<file path="config.mk">
export PLATFORM = sky130hd
export DESIGN_NAME = lpddr_cmd_tracker
export DESIGN_NICKNAME = d
export VERILOG_FILES = /design/src/rtl/lpddr_trk_pkg.sv /design/src/rtl/lpddr_cmd_decode.sv /design/src/rtl/lpddr_bank_fsm.sv /design/src/rtl/lpddr_dev_ctrl.sv /design/src/rtl/lpddr_cmd_tracker.sv
export SDC_FILE = /design/constraint.sdc
export NUM_CORES = 1
export LEC_CHECK = 0
export ABC_AREA = 1
export ABC_CLOCK_PERIOD_IN_PS = 2380
export CORE_MARGIN = 3
export CORE_UTILIZATION = 55
export CTS_CLUSTER_SIZE = 25
export DETAILED_ROUTE_END_ITERATION = 7
export DONT_BUFFER_PORTS = 1
export PLACE_DENSITY_LB_ADDON = 0.05
export SLEW_MARGIN = 15
export SYNTH_ARGS = -nofsm -noshare
export SYNTH_HDL_FRONTEND = slang
export SYNTH_SLANG_ARGS = --single-unit
</file>
<file path="constraint.sdc">
create_clock -name clk -period 2.38 [get_ports clk]
set_clock_uncertainty 0.15 [all_clocks]
set_input_delay 0.238 -clock clk [delete_from_list [all_inputs] [get_ports clk]]
set_output_delay 0.238 -clock clk [all_outputs]
set_load 0.01 [all_outputs]
</file>
<file path="src/rtl/lpddr_trk_pkg.sv">
package lpddr_trk_pkg;

    typedef enum logic [2:0] {
        DEV_PWRON = 3'd0,
        DEV_RUN   = 3'd1,
        DEV_PPD   = 3'd2,
        DEV_APD   = 3'd3,
        DEV_SREF  = 3'd4,
        DEV_DPD   = 3'd5,
        DEV_AREF  = 3'd6
    } dev_st_e;

    typedef enum logic [2:0] {
        BK_IDLE = 3'd0,
        BK_ACT  = 3'd1,
        BK_RD   = 3'd2,
        BK_WR   = 3'd3,
        BK_APRE = 3'd4
    } bank_st_e;

    typedef enum logic [3:0] {
        C_DESEL, C_NOP, C_ACT, C_RD, C_WR, C_PRE, C_REF, C_MRS, C_BST
    } cmd_e;

    typedef enum logic [2:0] {
        BA_NONE, BA_OPEN, BA_READ, BA_WRITE, BA_CLOSE, BA_STOP
    } bank_act_e;

    localparam logic [12:0] MR_RESET = 13'h032;

    function automatic cmd_e decode_cmd(input logic cs_n, input logic [2:0] rcw);
        if (cs_n) return C_DESEL;
        case (rcw)
            3'b011:  return C_ACT;
            3'b101:  return C_RD;
            3'b100:  return C_WR;
            3'b010:  return C_PRE;
            3'b001:  return C_REF;
            3'b000:  return C_MRS;
            3'b110:  return C_BST;
            default: return C_NOP;
        endcase
    endfunction

    function automatic logic mr_legal(input logic [2:0] bl, input logic [2:0] cl);
        return (bl == 3'd1 || bl == 3'd2 || bl == 3'd3) && (cl == 3'd2 || cl == 3'd3);
    endfunction

    function automatic logic [2:0] burst_beats(input logic [2:0] bl);
        case (bl)
            3'd1:    return 3'd1;
            3'd2:    return 3'd2;
            default: return 3'd4;
        endcase
    endfunction

endpackage

</file>
<file path="src/rtl/lpddr_cmd_decode.sv">
module lpddr_cmd_decode
    import lpddr_trk_pkg::*;
(
    input  logic cs_n,
    input  logic ras_n,
    input  logic cas_n,
    input  logic we_n,
    output cmd_e cmd
);
    assign cmd = decode_cmd(cs_n, {ras_n, cas_n, we_n});
endmodule

</file>
<file path="src/rtl/lpddr_bank_fsm.sv">
module lpddr_bank_fsm
    import lpddr_trk_pkg::*;
#(
    parameter int PRE_CYC = 2
) (
    input  logic      clk,
    input  logic      rst,
    input  bank_act_e act,
    input  logic      ap_in,
    input  logic [2:0] beats,
    output bank_st_e  state
);
    localparam int CNT_W = $clog2(PRE_CYC + 4) + 1;

    logic [CNT_W-1:0] cnt;
    logic             ap_q;

    always_ff @(posedge clk) begin
        if (rst) begin
            state <= BK_IDLE;
            cnt   <= '0;
            ap_q  <= 1'b0;
        end else begin
            case (act)
                BA_OPEN:  state <= BK_ACT;
                BA_CLOSE: state <= BK_IDLE;
                BA_STOP:  state <= BK_ACT;
                BA_READ, BA_WRITE: begin
                    state <= (act == BA_READ) ? BK_RD : BK_WR;
                    cnt   <= CNT_W'(beats - 3'd1);
                    ap_q  <= ap_in;
                end
                default: begin
                    if (state == BK_RD || state == BK_WR) begin
                        if (cnt == '0) begin
                            if (ap_q) begin
                                state <= BK_APRE;
                                cnt   <= CNT_W'(PRE_CYC - 1);
                            end else begin
                                state <= BK_ACT;
                            end
                        end else begin
                            cnt <= cnt - 1'b1;
                        end
                    end else if (state == BK_APRE) begin
                        if (cnt == '0) state <= BK_IDLE;
                        else           cnt   <= cnt - 1'b1;
                    end
                end
            endcase
        end
    end
endmodule

</file>
<file path="src/rtl/lpddr_dev_ctrl.sv">
module lpddr_dev_ctrl
    import lpddr_trk_pkg::*;
#(
    parameter int NUM_BANKS = 4,
    parameter int ROW_W     = 13,
    parameter int AP_BIT    = 10,
    parameter int RFC_CYC   = 4
) (
    input  logic                         clk,
    input  logic                         rst,
    input  logic                         cke,
    input  cmd_e                         cmd,
    input  logic [$clog2(NUM_BANKS)-1:0] ba,
    input  logic [ROW_W-1:0]             addr,
    input  bank_st_e [NUM_BANKS-1:0]     bank_st,
    output bank_act_e [NUM_BANKS-1:0]    bank_act,
    output dev_st_e                      dev_q,
    output logic                         err_q,
    output logic [ROW_W-1:0]             mr_q,
    output logic [ROW_W-1:0]             emr_q,
    output logic [ROW_W-1:0]             ref_row_q
);
    localparam int RC_W = $clog2(RFC_CYC) + 1;

    dev_st_e         dev_d;
    logic            err_d, mr_we, emr_we, aref_go;
    logic            all_idle, any_busy, any_rd, no_cmd;
    logic [RC_W-1:0] rfc_cnt;

    always_comb begin
        all_idle = 1'b1;
        any_busy = 1'b0;
        any_rd   = 1'b0;
        for (int i = 0; i < NUM_BANKS; i++) begin
            if (bank_st[i] != BK_IDLE) all_idle = 1'b0;
            if (bank_st[i] inside {BK_RD, BK_WR, BK_APRE}) any_busy = 1'b1;
            if (bank_st[i] == BK_RD) any_rd = 1'b1;
        end
    end

    assign no_cmd = (cmd == C_NOP) || (cmd == C_DESEL);

    always_comb begin
        dev_d   = dev_q;
        err_d   = 1'b0;
        mr_we   = 1'b0;
        emr_we  = 1'b0;
        aref_go = 1'b0;
        for (int i = 0; i < NUM_BANKS; i++) bank_act[i] = BA_NONE;
        case (dev_q)
            DEV_PWRON: if (!no_cmd) begin
                if (cke && cmd == C_PRE && addr[AP_BIT]) dev_d = DEV_RUN;
                else err_d = 1'b1;
            end
            DEV_RUN: if (!cke) begin
                if (no_cmd) begin
                    if (all_idle)      dev_d = DEV_PPD;
                    else if (!any_busy) dev_d = DEV_APD;
                    else               err_d = 1'b1;
                end else if (cmd == C_REF && all_idle) dev_d = DEV_SREF;
                else if (cmd == C_BST && all_idle)     dev_d = DEV_DPD;
                else err_d = 1'b1;
            end else begin
                case (cmd)
                    C_ACT: if (bank_st[ba] == BK_IDLE) bank_act[ba] = BA_OPEN;
                           else err_d = 1'b1;
                    C_RD, C_WR:
                        if (bank_st[ba] inside {BK_ACT, BK_RD, BK_WR})
                            bank_act[ba] = (cmd == C_RD) ? BA_READ : BA_WRITE;
                        else err_d = 1'b1;
                    C_PRE: if (addr[AP_BIT]) begin
                        if (any_busy) err_d = 1'b1;
                        else for (int i = 0; i < NUM_BANKS; i++) bank_act[i] = BA_CLOSE;
                    end else if (bank_st[ba] inside {BK_IDLE, BK_ACT}) bank_act[ba] = BA_CLOSE;
                    else err_d = 1'b1;
                    C_REF: if (all_idle) begin
                        dev_d   = DEV_AREF;
                        aref_go = 1'b1;
                    end else err_d = 1'b1;
                    C_MRS: if (!all_idle) err_d = 1'b1;
                    else if (int'(ba) == 0 && mr_legal(addr[2:0], addr[6:4])) mr_we = 1'b1;
                    else if (int'(ba) == 2) emr_we = 1'b1;
                    else err_d = 1'b1;
                    C_BST: if (any_rd) begin
                        for (int i = 0; i < NUM_BANKS; i++)
                            if (bank_st[i] == BK_RD) bank_act[i] = BA_STOP;
                    end else err_d = 1'b1;
                    default: ;
                endcase
            end
            DEV_PPD, DEV_APD, DEV_SREF: if (cke) dev_d = DEV_RUN;
            DEV_DPD: if (cke) dev_d = DEV_PWRON;
            DEV_AREF: begin
                if (!no_cmd) err_d = 1'b1;
                if (rfc_cnt == '0) dev_d = DEV_RUN;
            end
            default: dev_d = DEV_PWRON;
        endcase
    end

    always_ff @(posedge clk) begin
        if (rst) begin
            dev_q     <= DEV_PWRON;
            err_q     <= 1'b0;
            mr_q      <= ROW_W'(MR_RESET);
            emr_q     <= '0;
            ref_row_q <= '0;
            rfc_cnt   <= '0;
        end else begin
            dev_q <= dev_d;
            err_q <= err_d;
            if (mr_we)  mr_q  <= addr;
            if (emr_we) emr_q <= addr;
            if (aref_go) begin
                ref_row_q <= ref_row_q + 1'b1;
                rfc_cnt   <= RC_W'(RFC_CYC - 1);
            end else if (dev_q == DEV_AREF && rfc_cnt != '0) begin
                rfc_cnt <= rfc_cnt - 1'b1;
            end
        end
    end
endmodule

</file>
<file path="src/rtl/lpddr_cmd_tracker.sv">
module lpddr_cmd_tracker
    import lpddr_trk_pkg::*;
#(
    parameter int NUM_BANKS = 4,
    parameter int ROW_W     = 13,
    parameter int AP_BIT    = 10,
    parameter int PRE_CYC   = 2,
    parameter int RFC_CYC   = 4
) (
    input  logic                         clk,
    input  logic                         rst,
    input  logic                         cke,
    input  logic                         cs_n,
    input  logic                         ras_n,
    input  logic                         cas_n,
    input  logic                         we_n,
    input  logic [$clog2(NUM_BANKS)-1:0] ba,
    input  logic [ROW_W-1:0]             addr,
    output logic [2:0]                   dev_state,
    output logic [3*NUM_BANKS-1:0]       bank_state,
    output logic                         cmd_err,
    output logic [ROW_W-1:0]             mode_reg,
    output logic [ROW_W-1:0]             ext_mode_reg,
    output logic [ROW_W-1:0]             refresh_row
);
    cmd_e                      cmd;
    dev_st_e                   dev_q;
    bank_st_e  [NUM_BANKS-1:0] bank_st;
    bank_act_e [NUM_BANKS-1:0] bank_act;
    logic [2:0]                beats;

    lpddr_cmd_decode dec_i (
        .cs_n (cs_n),
        .ras_n(ras_n),
        .cas_n(cas_n),
        .we_n (we_n),
        .cmd  (cmd)
    );

    lpddr_dev_ctrl #(
        .NUM_BANKS(NUM_BANKS),
        .ROW_W    (ROW_W),
        .AP_BIT   (AP_BIT),
        .RFC_CYC  (RFC_CYC)
    ) dev_i (
        .clk      (clk),
        .rst      (rst),
        .cke      (cke),
        .cmd      (cmd),
        .ba       (ba),
        .addr     (addr),
        .bank_st  (bank_st),
        .bank_act (bank_act),
        .dev_q    (dev_q),
        .err_q    (cmd_err),
        .mr_q     (mode_reg),
        .emr_q    (ext_mode_reg),
        .ref_row_q(refresh_row)
    );

    assign beats = burst_beats(mode_reg[2:0]);

    for (genvar g = 0; g < NUM_BANKS; g++) begin : g_bank
        lpddr_bank_fsm #(.PRE_CYC(PRE_CYC)) bank_i (
            .clk  (clk),
            .rst  (rst),
            .act  (bank_act[g]),
            .ap_in(addr[AP_BIT]),
            .beats(beats),
            .state(bank_st[g])
        );
        assign bank_state[3*g +: 3] = bank_st[g];
    end

    // Self refresh exit shows on the output as soon as CKE is high.
    assign dev_state = (dev_q == DEV_SREF && cke) ? DEV_RUN : dev_q;
endmodule

</file>
==> metrics.txt <==
fin crit period 2180 ps; Core ar. 8380 sq um; final design utilization 0.645; cells after synthesis 742; largest net degree at the start of global routing 48; final net count 802; # rows 33; first-pass GRT wire length 22800 um; Post-synth top flop dfxtp_1; Die Y 100 um; DRC viols 0; Worst Hold Margin 35.5 ps; Yosys top cell by area dfxtp_1; worst min-delay path category in -> reg; Worst EP arrival 2290 ps; initial antenna violation count 0; Max Fclk 459 MHz; Top delay family on crit path simple AND/OR/NAND/NOR gates; Synth cell types 48; DIE AREA 9990 sq um; peak supply drop 432 uV; CTS tree built; P_leak 2.46 nW; Syn. warnings 0; final WL 13700 um; number of vias after detailed routing 4993; slowest CP cell dfxtp_2; Crit path buffers/inverters 1; CP peak stage delay 430 ps; post-route cell area 5400 sq um; PortBufs 0; Final WS setup 199 ps; number of flops mapped to enable cells by yosys 0; Tcrit/Tclk final 0.916; critical path class reg -> reg; dpl hpwl 10100 um; CTS Buf Count 9; GR Overflow Total 0; Critical Path Sink Type flip-flop; Antenna Diode Count 0; flops & latches, synth 78; Least-Margin Pin Slew 1050 ps; remaining antenna violation count 0; Critical Path, Cell by Cell inv_1, nand2_1, nand2_1, nor2_1, nand2_1, nand2_2, nand3_1, nand2_1, nand2_1, nand2_1, nand2_2, nand2_2, nand2_1, nand2_1, nor2_1; # IOs 77; Place WS 104 ps; setup_tns 0 ps; Clk Latency, worst-skew pair 360 ps; clock tree root driver cell clkbuf_8; endpoints failing hold 0; count leader, synth nand2_1; placed cell areas 5060 sq um; Initial Util 0.579; syn_area_per_cell 6.54 sq um; outcome completed; Clock Path Buffers 2; CP max FO 5; share of cells above drive strength 1 0.134; final setup violation count 0; sequential fraction of the synthesis area 0.322; net count after synthesis 773; drt wl/cell 15.6 um; CTS Sinks 78; RD Place Congestion 0.963; clock slew seen by the registers of the worst setup and hold paths 90 ps; Synth area leaders dfxtp_1 (32%), nand2_1 (11%), nor2_1 (8.0%), inv_1 (6.9%), nand3_1 (6.8%); slew margin rel. 0.298; PD cells 499 nW/um^2; Req. time, crit path 2490 ps; mapped cell area 4860 sq um; Via density 5.67; fin. max-slew vios 0; post-synth top area share 0.322; vias in the first global route 4835; Synth top cells by count nand2_1 (146), nor2_1 (103), inv_1 (89), dfxtp_1 (78), nand3_1 (66); share of flip-flops with an asynchronous set or reset 0; CTS H-Tree Depth 3; synth-to-layout area growth 11.3%; Total Routing Usage GR 0.282; CP Launch Type flip-flop; First-pass DRT Iterations 5; Max-Cap Viols 0; First DRT Iteration DRCs 282; die span in x 100 um; CP most frequent cell nand2_1
path summary, 6_finish.rpt:
path	to	cells after the start	slack (ps)	start
worst max-delay path	g_bank[3].bank_i.cnt[0]	15	200	g_bank[3].bank_i.state[2]
worst min register to register	g_bank[1].bank_i.cnt[1]	2	310	g_bank[1].bank_i.cnt[1]
worst max register to register	g_bank[3].bank_i.cnt[0]	15	200	g_bank[3].bank_i.state[2]
worst min-delay path	g_bank[1].bank_i.cnt[1]	4	40	cke
per-stage QoR:
step | cells | power (mW)
floorplan | 742 | 1.69
global placement | 850 | 1.75
detailed placement | 850 | 1.76
CTS | 881 | 2.70
global route | 881 | 2.80
finish | 881 | 2.70
cell families after synthesis:
group	Yosys count	share of synthesized area
fa+ha+maj	9	0.0232
simple gates	396	0.394
flops	78	0.322
buf+inv	117	0.0948
compound gates	133	0.150
xor+xnor	9	0.0162
report_power, final:
group	switching [mW]	internal, mW	leakage (nW)	total [mW]
combinational	0.278	0.129	1.75	0.407
clock	0.545	0.385	0.0829	0.930
sequential	0.0326	1.33	0.630	1.36
timing repair:
action,in CTS,in global routing
hold buffers,15,0
gates resized for setup,0,8
setup buffers,0,0
hold endpoints to repair,48,0
endpoints found under the setup margin,0,31
routing by layer:
metal	GRT usage	vias up	part of all wire
met2	0.478	180	0.48
li1	-	2490	-
met3	0.0500	29	0.069
met4	0.105	0	0.023
met1	0.357	2294	0.42
met5	0	-	0
flip-flops by register name (all words and copies together) (netlist names):
name,cells
dev_i.emr_q,13
dev_i.mr_q,13
dev_i.ref_row_q,13
dev_i.err_q,1
g_bank.bank_i.ap_q,4
dev_i.rfc_cnt,3
dev_i.dev_q,3
g_bank.bank_i.state,12
g_bank.bank_i.cnt,16
cells in the final DEF, fill, tap and decap left out, types with 3 or more instances in the layout:
cell | Yosys | layout
a211oi_1 | 3 | 3
a21oi_1 | 54 | 54
a31oi_1 | 4 | 4
buf_4 | 2 | 21
clkbuf_8 | 0 | 9
dfxtp_1 | 78 | 75
dfxtp_2 | 0 | 3
dlygate4sd3_1 | 0 | 15
ha_1 | 9 | 9
inv_1 | 89 | 89
inv_2 | 8 | 8
nand2_1 | 146 | 145
nand2_2 | 16 | 17
nand2_4 | 10 | 10
nand3_1 | 66 | 66
nand3_2 | 3 | 3
nand4_1 | 18 | 18
nor2_1 | 103 | 100
nor2_2 | 7 | 10
nor2_4 | 3 | 3
nor3_1 | 8 | 8
o211ai_1 | 6 | 6
o21ai_0 | 50 | 50
o21ai_1 | 3 | 3
o21bai_1 | 3 | 3
o22ai_1 | 4 | 4
xor2_1 | 8 | 8
final cells by class:
cell class	count	area [sq um]
clock buffer	10	128
clock inverter	6	46.3
fill	776	2980
inverter	99	374
multi-input combinational	547	2850
sequential	78	1570
tap	105	131
timing repair buffer	36	308
worst reg2reg max path: stages (launching register included):
cell and delay [ps]:
dfxtp_2 430, inv_1 110, nand2_1 150, nand2_1 140, nor2_1 120, nand2_1 120
nand2_2 120, nand3_1 130, nand2_1 110, nand2_1 70, nand2_1 80, nand2_2 90
nand2_2 100, nand2_1 60, nand2_1 50, nor2_1 40
Power figures use the tool's default switching activity.
